<file path="src/rtl/spi_sclk_pkg.sv">
package spi_sclk_pkg;
  typedef enum logic [1:0] {
    EDGE_NONE    = 2'd0,
    EDGE_LAUNCH  = 2'd1,
    EDGE_CAPTURE = 2'd2
  } edge_kind_e;
endpackage

</file>
<file path="src/rtl/sclk_cfg_hold.sv">
module sclk_cfg_hold #(
  parameter int W = 8
) (
  input  logic         clk_i,
  input  logic         rst_ni,
  input  logic         run_i,
  input  logic [W-1:0] div_in_i,
  input  logic         pol_in_i,
  input  logic         pha_in_i,
  output logic [W-1:0] div_o,
  output logic         pol_o,
  output logic         pha_o,
  output logic         bypass_o
);
  localparam logic [W-1:0] BypassCode = '1;

  always_ff @(posedge clk_i or negedge rst_ni) begin
    if (!rst_ni) begin
      div_o <= '0;
      pol_o <= 1'b0;
      pha_o <= 1'b0;
    end else if (!run_i) begin
      div_o <= div_in_i;
      pol_o <= pol_in_i;
      pha_o <= pha_in_i;
    end
  end

  assign bypass_o = (div_o == BypassCode);

  // the shadow is frozen while a run continues
  p_cfg_frozen_r9: assert property (@(posedge clk_i) disable iff (!rst_ni)
    ($past(run_i) && run_i) |-> ($stable(div_o) && $stable(pol_o) && $stable(pha_o)));
endmodule

</file>
<file path="src/rtl/sclk_div_count.sv">
module sclk_div_count #(
  parameter int W = 8
) (
  input  logic         clk_i,
  input  logic         rst_ni,
  input  logic         ticking_i,
  input  logic [W-1:0] div_i,
  input  logic         bypass_i,
  output logic         tick_o
);
  logic [W-1:0] cnt_q;
  logic         at_end;

  assign at_end = (cnt_q == div_i);
  assign tick_o = ticking_i && (bypass_i || at_end);

  always_ff @(posedge clk_i or negedge rst_ni) begin
    if (!rst_ni) begin
      cnt_q <= '0;
    end else if (!ticking_i || bypass_i || at_end) begin
      cnt_q <= '0;
    end else begin
      cnt_q <= cnt_q + 1'b1;
    end
  end

  // the counter never runs past the divide code
  p_cnt_bound_r2: assert property (@(posedge clk_i) disable iff (!rst_ni)
    ticking_i |-> (cnt_q <= div_i));
endmodule

</file>
<file path="src/rtl/sclk_edge_seq.sv">
module sclk_edge_seq
  import spi_sclk_pkg::*;
(
  input  logic clk_i,
  input  logic rst_ni,
  input  logic run_i,
  input  logic ticking_i,
  input  logic tick_i,
  input  logic pol_i,
  input  logic pha_i,
  input  logic bypass_i,
  output logic sclk_o,
  output logic launch_o,
  output logic capture_o
);
  logic       tog_q;
  logic       lead_q;
  logic       gate_q;
  edge_kind_e kind_q;
  edge_kind_e kind_nx;

  assign kind_nx = (lead_q ^ pha_i) ? EDGE_CAPTURE : EDGE_LAUNCH;

  always_ff @(posedge clk_i or negedge rst_ni) begin
    if (!rst_ni) begin
      tog_q  <= 1'b0;
      lead_q <= 1'b1;
      gate_q <= 1'b0;
      kind_q <= EDGE_NONE;
    end else if (!run_i) begin
      tog_q  <= 1'b0;
      lead_q <= 1'b1;
      gate_q <= 1'b0;
      kind_q <= EDGE_NONE;
    end else begin
      gate_q <= ticking_i && bypass_i;
      if (tick_i) begin
        tog_q  <= ~tog_q;
        lead_q <= ~lead_q;
        kind_q <= kind_nx;
      end else begin
        kind_q <= EDGE_NONE;
      end
    end
  end

  assign sclk_o    = pol_i ^ (gate_q ? ~clk_i : tog_q);
  assign launch_o  = (kind_q == EDGE_LAUNCH);
  assign capture_o = (kind_q == EDGE_CAPTURE);

  // an idle edge leaves the clock at rest and silences the strobes
  p_idle_rest_r1: assert property (@(posedge clk_i) disable iff (!rst_ni)
    $past(!run_i) |-> (sclk_o == pol_i && !launch_o && !capture_o));
  // at most one strobe per cycle
  p_one_strobe_r10: assert property (@(posedge clk_i) disable iff (!rst_ni)
    $onehot0({launch_o, capture_o}));
  // in divided mode each strobe comes with a change of level
  p_strobe_level_r2: assert property (@(posedge clk_i) disable iff (!rst_ni)
    ((launch_o || capture_o) && !bypass_i) |-> (tog_q != $past(tog_q)));
  // strobes alternate between leading and trailing edges
  p_lead_alt_r5: assert property (@(posedge clk_i) disable iff (!rst_ni)
    (launch_o || capture_o) |-> (lead_q != $past(lead_q)));
endmodule

</file>
<file path="src/rtl/spi_sclk_gen.sv">
module spi_sclk_gen #(
  parameter int W = 8
) (
  input  logic         clk_i,
  input  logic         rst_ni,
  input  logic         run_i,
  input  logic [W-1:0] div_i,
  input  logic         pol_i,
  input  logic         pha_i,
  output logic         sclk_o,
  output logic         launch_o,
  output logic         capture_o
);
  logic [W-1:0] div_q;
  logic         pol_q;
  logic         pha_q;
  logic         bypass_q;
  logic         active_q;
  logic         ticking;
  logic         tick;

  always_ff @(posedge clk_i or negedge rst_ni) begin
    if (!rst_ni) active_q <= 1'b0;
    else         active_q <= run_i;
  end

  assign ticking = run_i && active_q;

  sclk_cfg_hold #(.W(W)) u_cfg (
    .clk_i    (clk_i),
    .rst_ni   (rst_ni),
    .run_i    (run_i),
    .div_in_i (div_i),
    .pol_in_i (pol_i),
    .pha_in_i (pha_i),
    .div_o    (div_q),
    .pol_o    (pol_q),
    .pha_o    (pha_q),
    .bypass_o (bypass_q)
  );

  sclk_div_count #(.W(W)) u_cnt (
    .clk_i     (clk_i),
    .rst_ni    (rst_ni),
    .ticking_i (ticking),
    .div_i     (div_q),
    .bypass_i  (bypass_q),
    .tick_o    (tick)
  );

  sclk_edge_seq u_seq (
    .clk_i     (clk_i),
    .rst_ni    (rst_ni),
    .run_i     (run_i),
    .ticking_i (ticking),
    .tick_i    (tick),
    .pol_i     (pol_q),
    .pha_i     (pha_q),
    .bypass_i  (bypass_q),
    .sclk_o    (sclk_o),
    .launch_o  (launch_o),
    .capture_o (capture_o)
  );

  // no serial edge on the edge that first samples the run request
  p_no_early_edge_r3: assert property (@(posedge clk_i) disable iff (!rst_ni)
    (run_i && !active_q) |=> (!launch_o && !capture_o));
endmodule

</file>
<file path="config.mk">
export PLATFORM = sky130hd
export DESIGN_NAME = spi_sclk_gen
export DESIGN_NICKNAME = d
export VERILOG_FILES = /design/src/rtl/spi_sclk_pkg.sv /design/src/rtl/sclk_cfg_hold.sv /design/src/rtl/sclk_div_count.sv /design/src/rtl/sclk_edge_seq.sv /design/src/rtl/spi_sclk_gen.sv
export SDC_FILE = /design/constraint.sdc
export NUM_CORES = 1
export LEC_CHECK = 0
export ABC_AREA = 1
export ABC_CLOCK_PERIOD_IN_PS = 1600
export BUFFER_PORTS_ARGS = -buffer_cell sky130_fd_sc_hd__buf_2
export CORE_MARGIN = 1.5
export CORE_UTILIZATION = 55
export DETAILED_ROUTE_END_ITERATION = 16
export GPL_TIMING_DRIVEN = 0
export HOLD_SLACK_MARGIN = 0.06
export PLACE_DENSITY = 0.82
export SETUP_SLACK_MARGIN = 0.2
export SKIP_LAST_GASP = 1
export SLEW_MARGIN = 15
export SYNTH_ARGS = -nofsm -noshare
export SYNTH_HDL_FRONTEND = slang
export SYNTH_SLANG_ARGS = --single-unit
</file>
<file path="constraint.sdc">
create_clock -name clk_i -period 1.6 [get_ports clk_i]
set_clock_uncertainty 0.15 [all_clocks]
set_input_delay 0.16 -clock clk_i [delete_from_list [all_inputs] [get_ports clk_i]]
set_output_delay 0.16 -clock clk_i [all_outputs]
set_load 0.005 [all_outputs]
</file>
======== Yosys cells after proc, flatten, opt, wreduce, memory -nomap -nowiden ========
Cells that the tools add are included.
word-level totals
  register bits after elaboration ......... 24
  input bits .............................. 13
  output and inout port bits .............. 3
  logic and storage cells ................. 37
operators by class
  add/subtract/negate cells ............... 1
  eq/ne operators ......................... 5
  mux-type cells .......................... 10
  bitwise gates (word level) .............. 5
  reductions and logical operators ........ 7
operator list
  kind                 count
  $add 8x1->8 const B  1
  $eq 8x8->1           1
  $eq 8x8->1 const B   1
  $mux 8               1
  $mux 1               6
  $mux 2               3
  $logic_and 1x1->1    3
  $logic_or 1x1->1     3
  $not 1->1            3
  $eq 2x1->1 const B   1
  $eq 2x2->1 const B   1
  $ne 2x1->1 const B   1
  $xor 1x1->1          2
  $logic_not 1->1      1

======== Logic depth before layout (Yosys ltp) ========
  depth after elaboration ................. 5
  gate-level depth with buffers ........... 11
  gate-level depth less buffers ........... 11

======== By module ========
Synthesis repeated with hierarchy kept, for this count alone.
unflattened totals
  cells, all modules ...................... 165
  area, all modules ....................... 1,291.2 µm²
by module, submodules not included
  module          times used  cells each  area an instance (µm²)  seq. area each (µm²)
  sclk_div_count  1           73          523.0                   200.2
  sclk_cfg_hold   1           53          476.7                   250.2
  sclk_edge_seq   1           36          259.0                   126.4
  spi_sclk_gen    1           3           32.5                    25.0

==> flow_summary_export.csv <==
group,metric,value,unit
floorplanning,core_region_area,2000,um^2
setup_path,r2r_setup_slack,0.15,ns
pwr,p_comb_frac,0.099,
yosys,synth_warnings,0,
grt,track_usage,0.248,
drt,wl_per_cell,13.2,um
setup_path,startpoint,"clk_i",
cells_and_area,regArea,603,um^2
timing,finalMaxSlewViolations,0,
cells_and_area,final_cell_mix,"nand2_1, dfrtp_1, inv_1, buf_2",
outcome,violations,"setup timing",
yosys,syn_inst,134,
grt,antenna_found_initial,0,
setup_path,timing.rr.start,"u_cnt.cnt_q[0]",
pwr,p_seq_frac,0.441,
drt,wl,2.64,mm
cells_and_area,final_common_cell,"nand2_1",
setup_path,path_max_fanout,2,
setup_path,crit_end,"sclk_o",
drt,drc_errors,0,
yosys,syn_nets,148,
cells_and_area,multi_input_area,562,um^2
pwr,p_int,1.13,mW
place,gp_congestion,0.835,
grt,grt_max_degree,25,
yosys,ys_seq_area_frac,0.509,
pwr,power_density,921,nW/um^2
yosys,yosys_register_bits,24,
cells_and_area,nets,189,
cells_and_area,area_growth_syn_to_layout,37.4,%
timing,hold_violations,0,
pwr,switching_share,0.244,
pwr,power_frac_clock,0.460,
cells_and_area,drive_gt1_frac,0.356,
pwr,p_leak,0.828,nW
clock_network,clk_pin_slew,0.15,ns
pwr,p_switching,0.365,mW
setup_path,crit_arrival,1.35,ns
grt,grt_pass1_wl,4.30,mm
timing,worst_pin_slew,0.532,ns
floorplanning,die_area,2440,um^2
setup_path,r2r_end,"u_seq.tog_q",
yosys,synth_cell_type_count,22,
timing,hold-worst-slack,0.0527,ns
floorplanning,io_pins,16,
cells_and_area,antenna_cells,0,
pwr,report.power.total,1.50,mW
timing,fin_ws,-0.0552,ns
place,dp_cells,176,
drt,viasPerCell,4.99,
floorplanning,initial_core_util,0.591,
floorplanning,die_h,49.4,um
pwr,peakVddDrop,0.788,mV
setup_path,path_class,"clk -> out",
grt,grt_pass1_vias,1050,
floorplanning,die_w,49.4,um
drt,drt-pass1-iter-count,4,
timing,rsz0062_at_grt,"true",
cells_and_area,stdcell_count,201,
setup_path,critPathLaunchType,"clock port",
timing,finalSetupViolCount,2,
yosys,avgSynthCellArea,8.82,um^2
drt,ant_nets,0,
drt,drt_iter0_drc,10,
job,max_cap_violations,0,
place,io_buffers,15,
clock_network,clkLatencyLatePin,0.45,ns
timing,relSlewSlack,0.645,
yosys,syn_area,1180,um^2
drt,via_count,1002,
outcome,status,"complete, but fails checks",
setup_path,cp.required,1.29,ns
worst_hold_path,hold_path.class,"in -> async",
timing,tns,-0.0552,ns
setup_path,r2r.worst_path.cells,11,
cells_and_area,postLayoutCoreUtil,0.811,
place,dp_hpwl,1.46,mm
clock_network,cts_tree,"built",
cells_and_area,n_fill_cell,137,
grt,overflow,0,
floorplanning,row_count,16,
setup_path,worstSetupEndpointType,"output pin",
flip-flops by register name (all words and copies together) (netlist names):
signal and cells:
active_q 1, u_cfg.pol_o 1, u_seq.tog_q 1, u_cfg.pha_o 1, u_cfg.div_o 8, u_seq.lead_q 1, u_seq.kind_q 2, u_seq.gate_q 1
u_cnt.cnt_q 8
logic make-up after synthesis:
group / count (synthesis) / synth area share
compound gates: 8 / 0.0339
xor+xnor: 7 / 0.0519
fa+ha+maj: 1 / 0.0106
buf+inv: 23 / 0.0772
flops: 24 / 0.509
mux: 5 / 0.0476
simple gates: 66 / 0.270
layout make-up:
class,count,area share
multi-input cells,87,0.346
clock buffers,7,0.0401
inverters,21,0.0485
plain buffers,2,0.00770
flip-flops and latches,24,0.371
well taps,27,0.0208
clock inverters,1,0.0185
repair buffers,32,0.147
synthesized netlist by cell type:
cell type,number,area [um^2]
ha_1,1,12.5
nand4_1,3,18.8
nand2_1,30,113
nand2_4,2,22.5
nand3_1,5,25.0
nand2_2,1,6.26
inv_1,20,75.1
nor2_2,1,6.26
nor3_2,3,30.0
dfstp_2,1,26.3
xnor2_1,5,43.8
a21oi_1,5,25.0
o21ai_0,3,15.0
nor2_1,19,71.3
or2_4,1,8.76
buf_2,1,5.00
nand3_4,1,17.5
inv_2,1,3.75
dfrtp_1,23,576
buf_4,1,7.51
mux2_2,5,56.3
xor2_1,2,17.5
per-stage QoR:
stage               setup WS, ns  cell area [um^2]
detailed placement         0.133              1290
floorplan                  0.204              1180
global route              -0.137              1620
CTS                       -0.104              1550
global placement           0.133              1290
finish                   -0.0552              1620
power groups by stage:
stage                     sequential [mW]  combinational (mW)  clock, mW
final                               0.660               0.148      0.687
after detailed placement            0.670               0.114    0.00593
after CTS                           0.658               0.142      0.629
after global routing                0.664               0.166      0.730
after global placement              0.668               0.108    0.00594
after floorplan                     0.664              0.0750    0.00371
how the worst min path moves through the flow:
stage,from,endpoint,slack [ns],cells past startpoint
floorplan,rst_ni,active_q,-0.29,0
global placement,rst_ni,u_cnt.cnt_q[0],0.01,1
detailed placement,rst_ni,u_cnt.cnt_q[1],0.02,1
CTS,rst_ni,u_cfg.div_o[0],0.09,2
global route,rst_ni,u_cfg.div_o[0],0.09,2
finish,rst_ni,u_cfg.div_o[0],0.05,2
what timing repair did:
item,4_1_cts,5_1_grt
setup buffers,3,3
setup endpoints to repair,7,18
hold endpoints to repair,37,0
pin swaps,7,11
gates resized for setup,10,18
hold buffers,12,0
layer usage:
layer | vias up | track usage | routed length (um)
li1 | 488 | - | -
met1 | 478 | 0.276 | 1080
met2 | 28 | 0.408 | 1390
met3 | 8 | 0.0736 | 116
met4 | 0 | 0.167 | 56
met5 | - | 0 | 0
worst max-delay path, stage by stage:
cell	delay [ns]
buf_8	0.10
buf_8	0.11
nand2_4	0.04
o21ai_2	0.05
xnor2_1	0.12
buf_2	0.12
(Power assumes the default switching activity.)
